### src/rtl/sdt_pkg.sv
// Shared command encoding and cycle conversion for the SDRAM timing guard.
// Assumes limits are given in picoseconds and the clock period is nonzero.
package sdt_pkg;

    typedef enum logic [2:0] {
        CMD_NOP = 3'd0,
        CMD_ACT = 3'd1,
        CMD_RD  = 3'd2,
        CMD_WR  = 3'd3,
        CMD_PRE = 3'd4,
        CMD_REF = 3'd5,
        CMD_MRS = 3'd6,
        CMD_AGE = 3'd7
    } sdt_cmd_e;

    // Round a minimum limit up to whole cycles, never below one cycle.
    function automatic int ps_to_cyc_up(input int unsigned ps, input int unsigned clk_ps);
        int unsigned c;
        c = (ps + clk_ps - 1) / clk_ps;
        return (c == 0) ? 1 : int'(c);
    endfunction

    // Round a maximum limit down to whole cycles.
    function automatic int ps_to_cyc_down(input int unsigned ps, input int unsigned clk_ps);
        return int'(ps / clk_ps);
    endfunction

endpackage

### src/rtl/sdt_gap_counter.sv
// Down-counter that holds off a command until a wait has elapsed.
// A load keeps the larger of the fresh wait and the wait still remaining,
// so several rules sharing one counter each keep their own minimum.
// Assumes load_val is the wanted gap minus one.
module sdt_gap_counter #(
    parameter int W = 4
) (
    input  logic         clk,
    input  logic         rst_n,
    input  logic         load,
    input  logic [W-1:0] load_val,
    output logic         idle
);
    logic [W-1:0] cnt;
    logic [W-1:0] dec;

    // Remaining wait after this cycle, floored at zero.
    always_comb dec = (cnt == '0) ? '0 : cnt - W'(1);

    // Count down, or restart with the longer of the two waits.
    always_ff @(posedge clk) begin
        if (!rst_n)
            cnt <= '0;
        else if (load)
            cnt <= (load_val > dec) ? load_val : dec;
        else
            cnt <= dec;
    end

    assign idle = (cnt == '0);
endmodule

### src/rtl/sdt_bank_track.sv
// State and timers of one bank: open/closed, the wait before the next
// activate, the wait before a column command, the wait before a precharge
// and the age of the open row. Assumes at most one command per cycle and
// that the caller passes only accepted commands.
module sdt_bank_track #(
    parameter int TW       = 5,
    parameter int AW       = 16,
    parameter int RC_C     = 9,
    parameter int RAS_C    = 6,
    parameter int RCD_C    = 3,
    parameter int RP_C     = 3,
    parameter int DAL_C    = 5,
    parameter int RFC_C    = 10,
    parameter int RASMAX_C = 16000
) (
    input  logic clk,
    input  logic rst_n,
    input  logic do_act,
    input  logic do_rd,
    input  logic do_wr,
    input  logic do_pre,
    input  logic do_ref,
    input  logic ap,
    output logic is_open,
    output logic act_free,
    output logic col_free,
    output logic ras_free,
    output logic over_age
);
    logic          act_load;
    logic [TW-1:0] act_val;
    logic [AW-1:0] age;
    logic          closing;

    assign closing  = do_pre | ((do_rd | do_wr) & ap);
    assign act_load = do_act | closing | do_ref;

    // Pick the wait before the next activate from the command that starts it.
    always_comb begin
        if (do_act)
            act_val = TW'(RC_C - 1);
        else if (do_wr && ap)
            act_val = TW'(DAL_C - 1);
        else if (do_ref)
            act_val = TW'(RFC_C - 1);
        else
            act_val = TW'(RP_C - 1);
    end

    sdt_gap_counter #(.W(TW)) u_act_gap (
        .clk(clk), .rst_n(rst_n), .load(act_load), .load_val(act_val), .idle(act_free)
    );

    sdt_gap_counter #(.W(TW)) u_col_gap (
        .clk(clk), .rst_n(rst_n), .load(do_act), .load_val(TW'(RCD_C - 1)), .idle(col_free)
    );

    sdt_gap_counter #(.W(TW)) u_ras_gap (
        .clk(clk), .rst_n(rst_n), .load(do_act), .load_val(TW'(RAS_C - 1)), .idle(ras_free)
    );

    // Track whether a row is open in this bank.
    always_ff @(posedge clk) begin
        if (!rst_n)
            is_open <= 1'b0;
        else if (do_act)
            is_open <= 1'b1;
        else if (closing)
            is_open <= 1'b0;
    end

    // Count cycles since the activate, holding at the open-row limit.
    always_ff @(posedge clk) begin
        if (!rst_n)
            age <= '0;
        else if (do_act)
            age <= AW'(1);
        else if (is_open && age != AW'(RASMAX_C))
            age <= age + AW'(1);
    end

    assign over_age = is_open && (age == AW'(RASMAX_C));
endmodule

### src/rtl/sdram_timing_guard.sv
// Checks every command to a multi-bank SDRAM against its spacing rules,
// publishes per-bank ready signals, refuses illegal commands and records
// the first violation. Assumes one command per cycle, limits in ps.
module sdram_timing_guard
    import sdt_pkg::*;
#(
    parameter int NUM_BANKS    = 4,
    parameter int CLK_PS       = 7500,
    parameter int T_RC_PS      = 65000,
    parameter int T_RAS_PS     = 45000,
    parameter int T_RASMAX_PS  = 120000000,
    parameter int T_RCD_PS     = 20000,
    parameter int T_RP_PS      = 20000,
    parameter int T_RRD_PS     = 15000,
    parameter int T_WR_PS      = 15000,
    parameter int T_RFC_PS     = 75000,
    parameter int CCD_CYC      = 1,
    parameter int MRD_CYC      = 2,
    localparam int BW          = $clog2(NUM_BANKS)
) (
    input  logic                 clk,
    input  logic                 rst_n,
    input  logic                 cmd_vld,
    input  logic [2:0]           cmd_type,
    input  logic [BW-1:0]        cmd_bank,
    input  logic                 cmd_ap,
    output logic [NUM_BANKS-1:0] act_ok,
    output logic [NUM_BANKS-1:0] col_ok,
    output logic [NUM_BANKS-1:0] pre_ok,
    output logic                 pall_ok,
    output logic                 ref_ok,
    output logic                 mrs_ok,
    output logic                 viol,
    output logic [BW+2:0]        viol_code
);
    localparam int RC_C     = ps_to_cyc_up(T_RC_PS, CLK_PS);
    localparam int RAS_C    = ps_to_cyc_up(T_RAS_PS, CLK_PS);
    localparam int RCD_C    = ps_to_cyc_up(T_RCD_PS, CLK_PS);
    localparam int RP_C     = ps_to_cyc_up(T_RP_PS, CLK_PS);
    localparam int RRD_C    = ps_to_cyc_up(T_RRD_PS, CLK_PS);
    localparam int WR_C     = ps_to_cyc_up(T_WR_PS, CLK_PS);
    localparam int RFC_C    = ps_to_cyc_up(T_RFC_PS, CLK_PS);
    localparam int DAL_C    = WR_C + RP_C;
    localparam int RASMAX_C = ps_to_cyc_down(T_RASMAX_PS, CLK_PS);
    localparam int TW       = $clog2(RC_C + RAS_C + RCD_C + DAL_C + RFC_C + RRD_C
                                     + CCD_CYC + MRD_CYC + 1);
    localparam int AW       = $clog2(RASMAX_C + 2);

    logic                 legal, go, bad;
    logic                 rrd_free, ccd_free, mrd_free;
    logic [NUM_BANKS-1:0] open_v, act_free_v, col_free_v, ras_free_v, age_v;
    logic [NUM_BANKS-1:0] hit_v;
    logic                 age_any;
    logic [BW-1:0]        age_bank;

    // Is the presented command allowed by its ready signal?
    always_comb begin
        case (cmd_type)
            CMD_ACT:        legal = act_ok[cmd_bank];
            CMD_RD, CMD_WR: legal = col_ok[cmd_bank];
            CMD_PRE:        legal = cmd_ap ? pall_ok : pre_ok[cmd_bank];
            CMD_REF:        legal = ref_ok;
            CMD_MRS:        legal = mrs_ok;
            default:        legal = 1'b1;
        endcase
    end

    assign go  = cmd_vld && legal;
    assign bad = cmd_vld && !legal;

    sdt_gap_counter #(.W(TW)) u_rrd_gap (
        .clk(clk), .rst_n(rst_n), .load(go && cmd_type == CMD_ACT),
        .load_val(TW'(RRD_C - 1)), .idle(rrd_free)
    );

    sdt_gap_counter #(.W(TW)) u_ccd_gap (
        .clk(clk), .rst_n(rst_n), .load(go && (cmd_type == CMD_RD || cmd_type == CMD_WR)),
        .load_val(TW'(CCD_CYC - 1)), .idle(ccd_free)
    );

    sdt_gap_counter #(.W(TW)) u_mrd_gap (
        .clk(clk), .rst_n(rst_n), .load(go && cmd_type == CMD_MRS),
        .load_val(TW'(MRD_CYC - 1)), .idle(mrd_free)
    );

    for (genvar b = 0; b < NUM_BANKS; b++) begin : g_bank
        logic sel, b_act, b_rd, b_wr, b_pre, b_close;

        assign sel     = (cmd_bank == BW'(b));
        assign b_act   = go && sel && cmd_type == CMD_ACT;
        assign b_rd    = go && sel && cmd_type == CMD_RD;
        assign b_wr    = go && sel && cmd_type == CMD_WR;
        assign b_pre   = go && cmd_type == CMD_PRE && (cmd_ap || sel) && open_v[b];
        assign b_close = b_pre || ((b_rd || b_wr) && cmd_ap);

        sdt_bank_track #(
            .TW(TW), .AW(AW), .RC_C(RC_C), .RAS_C(RAS_C), .RCD_C(RCD_C),
            .RP_C(RP_C), .DAL_C(DAL_C), .RFC_C(RFC_C), .RASMAX_C(RASMAX_C)
        ) u_track (
            .clk(clk), .rst_n(rst_n),
            .do_act(b_act), .do_rd(b_rd), .do_wr(b_wr), .do_pre(b_pre),
            .do_ref(go && cmd_type == CMD_REF), .ap(cmd_ap),
            .is_open(open_v[b]), .act_free(act_free_v[b]), .col_free(col_free_v[b]),
            .ras_free(ras_free_v[b]), .over_age(age_v[b])
        );

        assign act_ok[b] = !open_v[b] && act_free_v[b] && rrd_free && mrd_free;
        assign col_ok[b] = open_v[b] && col_free_v[b] && ccd_free && mrd_free;
        assign pre_ok[b] = (!open_v[b] || ras_free_v[b]) && mrd_free;
        assign hit_v[b]  = age_v[b] && !b_close;
    end

    assign pall_ok = &pre_ok;
    assign ref_ok  = mrd_free && ((open_v == '0) && (&act_free_v));
    assign mrs_ok  = ref_ok;

    // Lowest-numbered bank whose row has stayed open too long.
    always_comb begin
        age_any  = 1'b0;
        age_bank = '0;
        for (int i = NUM_BANKS - 1; i >= 0; i--) begin
            if (hit_v[i]) begin
                age_any  = 1'b1;
                age_bank = BW'(i);
            end
        end
    end

    // Capture the first violation; a refused command wins over an overstay.
    always_ff @(posedge clk) begin
        if (!rst_n) begin
            viol      <= 1'b0;
            viol_code <= '0;
        end else if (!viol) begin
            if (bad) begin
                viol      <= 1'b1;
                viol_code <= {cmd_type, cmd_bank};
            end else if (age_any) begin
                viol      <= 1'b1;
                viol_code <= {CMD_AGE, age_bank};
            end
        end
    end
endmodule

### config.mk
export PLATFORM = sky130hd
export DESIGN_NAME = sdram_timing_guard
export DESIGN_NICKNAME = d
export VERILOG_FILES = /design/src/rtl/sdt_pkg.sv /design/src/rtl/sdt_gap_counter.sv /design/src/rtl/sdt_bank_track.sv /design/src/rtl/sdram_timing_guard.sv
export SDC_FILE = /design/constraint.sdc
export NUM_CORES = 1
export LEC_CHECK = 0
export ABC_AREA = 1
export BUFFER_PORTS_ARGS = -buffer_cell sky130_fd_sc_hd__buf_2
export CAP_MARGIN = 20
export CELL_PAD_IN_SITES_DETAIL_PLACEMENT = 0
export CELL_PAD_IN_SITES_GLOBAL_PLACEMENT = 1
export CORE_AREA = 3 3 139 141
export CTS_CLUSTER_SIZE = 16
export DETAILED_ROUTE_END_ITERATION = 6
export DIE_AREA = 0 0 142 144
export PLACE_DENSITY = 0.81
export SYNTH_ARGS = -nofsm -noshare
export SYNTH_HDL_FRONTEND = slang
export SYNTH_SLANG_ARGS = --single-unit
### constraint.sdc
create_clock -name clk -period 5.6 [get_ports clk]
set_clock_uncertainty 0.1 [all_clocks]
set_input_delay 0.84 -clock clk [delete_from_list [all_inputs] [get_ports clk]]
set_output_delay 0.84 -clock clk [all_outputs]
set_load 0.02 [all_outputs]
==> out/results.txt <==
The core region area is 0.0181 mm². The sequential cell area fraction in the yosys report was 0.350; the cell depth of the worst flop-to-flop path was 26. Detail-routed via count per cell: 5.00. The run gives 0 as the quantity of hold-fixing buffers added after cts.

The share of power burned in registers came out at 0.299. Overall power consumption after layout is estimated at 5060 µW. The clock tree synthesis step divided the H-tree into 4 levels. Leaving out fill and tap cells, the most frequent cells in the layout are inv_1 (228), nor2_1 (204), nand2_1 (203). In this run the remaining antenna-violating nets after routing total 0. In this run the core area contains 49 standard-cell rows.

The count of instances resized after the clock tree is built is 0. The logs give 2 for the number of antenna violations at the first check in global routing and 1573 for the number of standard cells in the final layout excluding fillers. In this run the worst setup path terminates at g_bank[2].u_track.u_act_gap.cnt[1]. Setup violations remaining at the end of the flow were counted as 0.

The total track usage is 0.202, and the number of buffers between clock root and the deepest sink is 2. The flow ran to the end, and the final reports show no timing, DRC or antenna violations. The worst register-to-register path ends at g_bank[2].u_track.u_act_gap.cnt[1]. The vertical die dimension was 144 µm; the count of final hold-check violations was 0.

For the net count after synthesis, the log shows 1358. Final design instance area without fill: 0.00993 mm². The tools report the placement-stage cell area as 0.00930 mm². The critical path startpoint category is a flop. Compared with the post-synthesis result, the final layout area differs by 11.2%. The number of max-slew violations in the final report was 0; the normalized max-slew margin was 0.411.

The logic gate share of total power was 0.454; the global-route wire length before repair was 34000 µm. For this run, design rule violations remaining after detail routing come to 0. The total global routing overflow was 0. The number of warning messages in the yosys log is 0, and the maximum net fanout on the critical path is 9. The switching power share of the total is 0.416, and the final critical-path required period is 3910 ps. Leaving out fill and tap cells, the most frequent cell in the layout is inv_1. The share of post-route cells with drive strength above 1 works out to 0.0878.

Wires add up to 19700 µm. The global placer's final weighted congestion is 0.872. In this run the power spent charging and discharging nets is 2100 µW. The number of enable flip-flop cells after synthesis works out to 0. The slew at the pin with the worst max-slew slack works out to 884 ps.

The proportion of register bits with asynchronous set or reset after synthesis was 0; the wire length per cell was 12.5 µm. The post-layout utilization of the core was 0.549; the first-pass iteration count of the detailed router was 5. The number of setup buffers added after CTS is 0.

The via count of the first global-routing pass came out at 7230. The die is 142 µm wide. Data on the critical path arrives at its endpoint at 4150 ps. For the cell count after synthesis, the log shows 1299.

Effective utilization at floorplan: 0.494. The worst setup path is captured at a flop. The number of placed instances, taps included, is 1541. The total number of vias is 7869.

The dominant register cell in the synthesized netlist is dfxtp_1. The startpoint identified for the worst register-to-register timing path is g_bank[3].u_track.u_ras_gap.cnt[0]. Static timing analysis puts the maximum clock frequency at 0.256 GHz. Port buffering added 29 buffers.

The tools report the worst supply voltage drop on vdd as 226 µV. The critical path starts at g_bank[3].u_track.u_ras_gap.cnt[0]. The tools report the share of power burned in the clock network as 0.248.

Clock tree synthesis selected as its root buffer the cell clkbuf_16. Pin placement for this block handled 30 I/O pins. After synthesis the netlist holds a flip-flop and latch count of 156. For this block, the initial DRC count from the detailed router was 414. The post-route fraction of the period consumed by the critical path works out to 0.698. For the number of sinks driven by the clock tree, the log shows 156. The critical path in this run is classified as reg2reg. The die covers 0.0204 mm².

In this run the power density over the cells is 509 mW/mm². The min-delay analysis places its worst path in the category reg2reg. Across the run, the number of max-cap violations was 0. The clock latency reported for the late side of the worst-skew pair was 430 ps. Summed over all cells, the static leakage comes to 0.00459 µW.

Setup repair after global routing left no endpoint under its margin. Summing every instance area after synthesis gives 0.00893 mm². Counting distinct cell types in the post-synthesis netlist gives 51. The required time at the worst-slack endpoint came out at 5840 ps. After clock tree synthesis, the clock-pin slew on the worst setup and hold paths is 70 ps. In this run, CTS created clock tree buffers numbering 17. TritonCTS built the clock tree.

The tools report the net count reported at finish as 1390. The number of antenna diodes in the final layout is 0. For the maximum number of pins on one net before global-route repair, the log shows 48. Cell internal power was estimated by the tool at 2950 µW.

The run gives 0 ps as the total negative slack. The mean cell area of the mapped netlist was 6.87 µm²; the internal reg-to-reg setup slack was 1690 ps. The tools report the half-perimeter wire length of the detailed placement result as 14800 µm.
critical path, cell delays in order, from the launching register on:
cell and delay (ps):
dfxtp_1 300, inv_1 90, ha_1 150, inv_1 40, nor2_1 170, nand3_1 180
nand2_1 180, inv_1 50, nor2_1 90, nand2_1 120, a21oi_1 150, nand2_1 110
nand3_4 150, nand2_4 110, inv_4 100, nand3_2 140, nand2_4 140, inv_1 60
o21ai_1 90, inv_2 50, ha_1 290, a21oi_1 60, o21ai_0 160, o2111ai_1 310
nor2_8 230, a21oi_2 40, nor3_1 150
state kept, by name, summed over array words and instances, names as in the netlist:
register and flops:
u_mrd_gap.cnt 6, u_rrd_gap.cnt 6, g_bank.u_track.u_col_gap.cnt 24, g_bank.u_track.u_act_gap.cnt 24
g_bank.u_track.is_open 4, u_ccd_gap.cnt 6, g_bank.u_track.u_ras_gap.cnt 24, g_bank.u_track.age 56
viol 1, viol_code 5
Yosys cell counts, drive strengths merged (2+ instances only):
master	instances	area, µm²
buf	7	36.3
xor2	27	236
a211oi	6	45.0
nand4	41	263
a21oi	90	454
nand2	211	822
or2	13	81.3
nor3b	9	67.6
inv	233	880
and3	2	12.5
o2111ai	2	17.5
a31o	4	35.0
o21ai	42	244
nor2	215	867
dfxtp	156	3120
o21bai	3	22.5
o31ai	4	30.0
nor3	42	226
ha	50	626
clkbuf	11	41.3
nand3	93	515
nor4	18	113
xnor2	9	78.8
per-stage QoR:
stage,setup WS [ps],hold WS [ps]
after global placement,1710,301
after global routing,1120,321
after floorplan,2160,293
after detailed placement,1580,306
final,1690,313
after CTS,1670,316
how the worst min path moves through the flow:
stage                          start                to  depth (start not counted)
finish              u_ccd_gap.cnt[0]  u_ccd_gap.cnt[0]                          1
global route        u_ccd_gap.cnt[0]  u_ccd_gap.cnt[0]                          1
CTS                 u_ccd_gap.cnt[0]  u_ccd_gap.cnt[0]                          1
detailed placement  u_ccd_gap.cnt[0]  u_ccd_gap.cnt[0]                          1
global placement    u_ccd_gap.cnt[0]  u_ccd_gap.cnt[0]                          1
floorplan           u_ccd_gap.cnt[0]  u_ccd_gap.cnt[0]                          1
area by class of cell:
type	instances	area [µm²]
inverters	234	885
clock buffers	20	447
flip-flops and latches	156	3120
well taps	229	287
fillers	1836	8160
multi-input cells	891	4840
clock inverters	12	186
repair buffers	31	160
per-layer routing:
metal	GRT usage	part of all wire	wire [µm]	vias to the layer above
met4	0.0449	0.011	214	4
met5	0	0.0014	27	-
li1	-	-	-	4257
met1	0.277	0.51	9970	3480
met3	0.0460	0.039	778	19
met2	0.325	0.44	8710	109
logic make-up after synthesis:
kind of cell             synth area share
AO/OA/AOI/OAI                       0.103
buffers and inverters               0.108
XOR/XNOR                           0.0353
flip-flops                          0.350
adder cells (fa/ha/maj)            0.0701
AND/OR/NAND/NOR                     0.334
power groups by stage:
stage	Sequential, µW	Clock (µW)	Combinational [µW]
CTS	1510	1280	2310
global placement	1530	0	2300
floorplan	1500	0	1830
detailed placement	1530	0	2290
finish	1510	1250	2290
global route	1540	1340	2680
(Power assumes the default switching activity.)
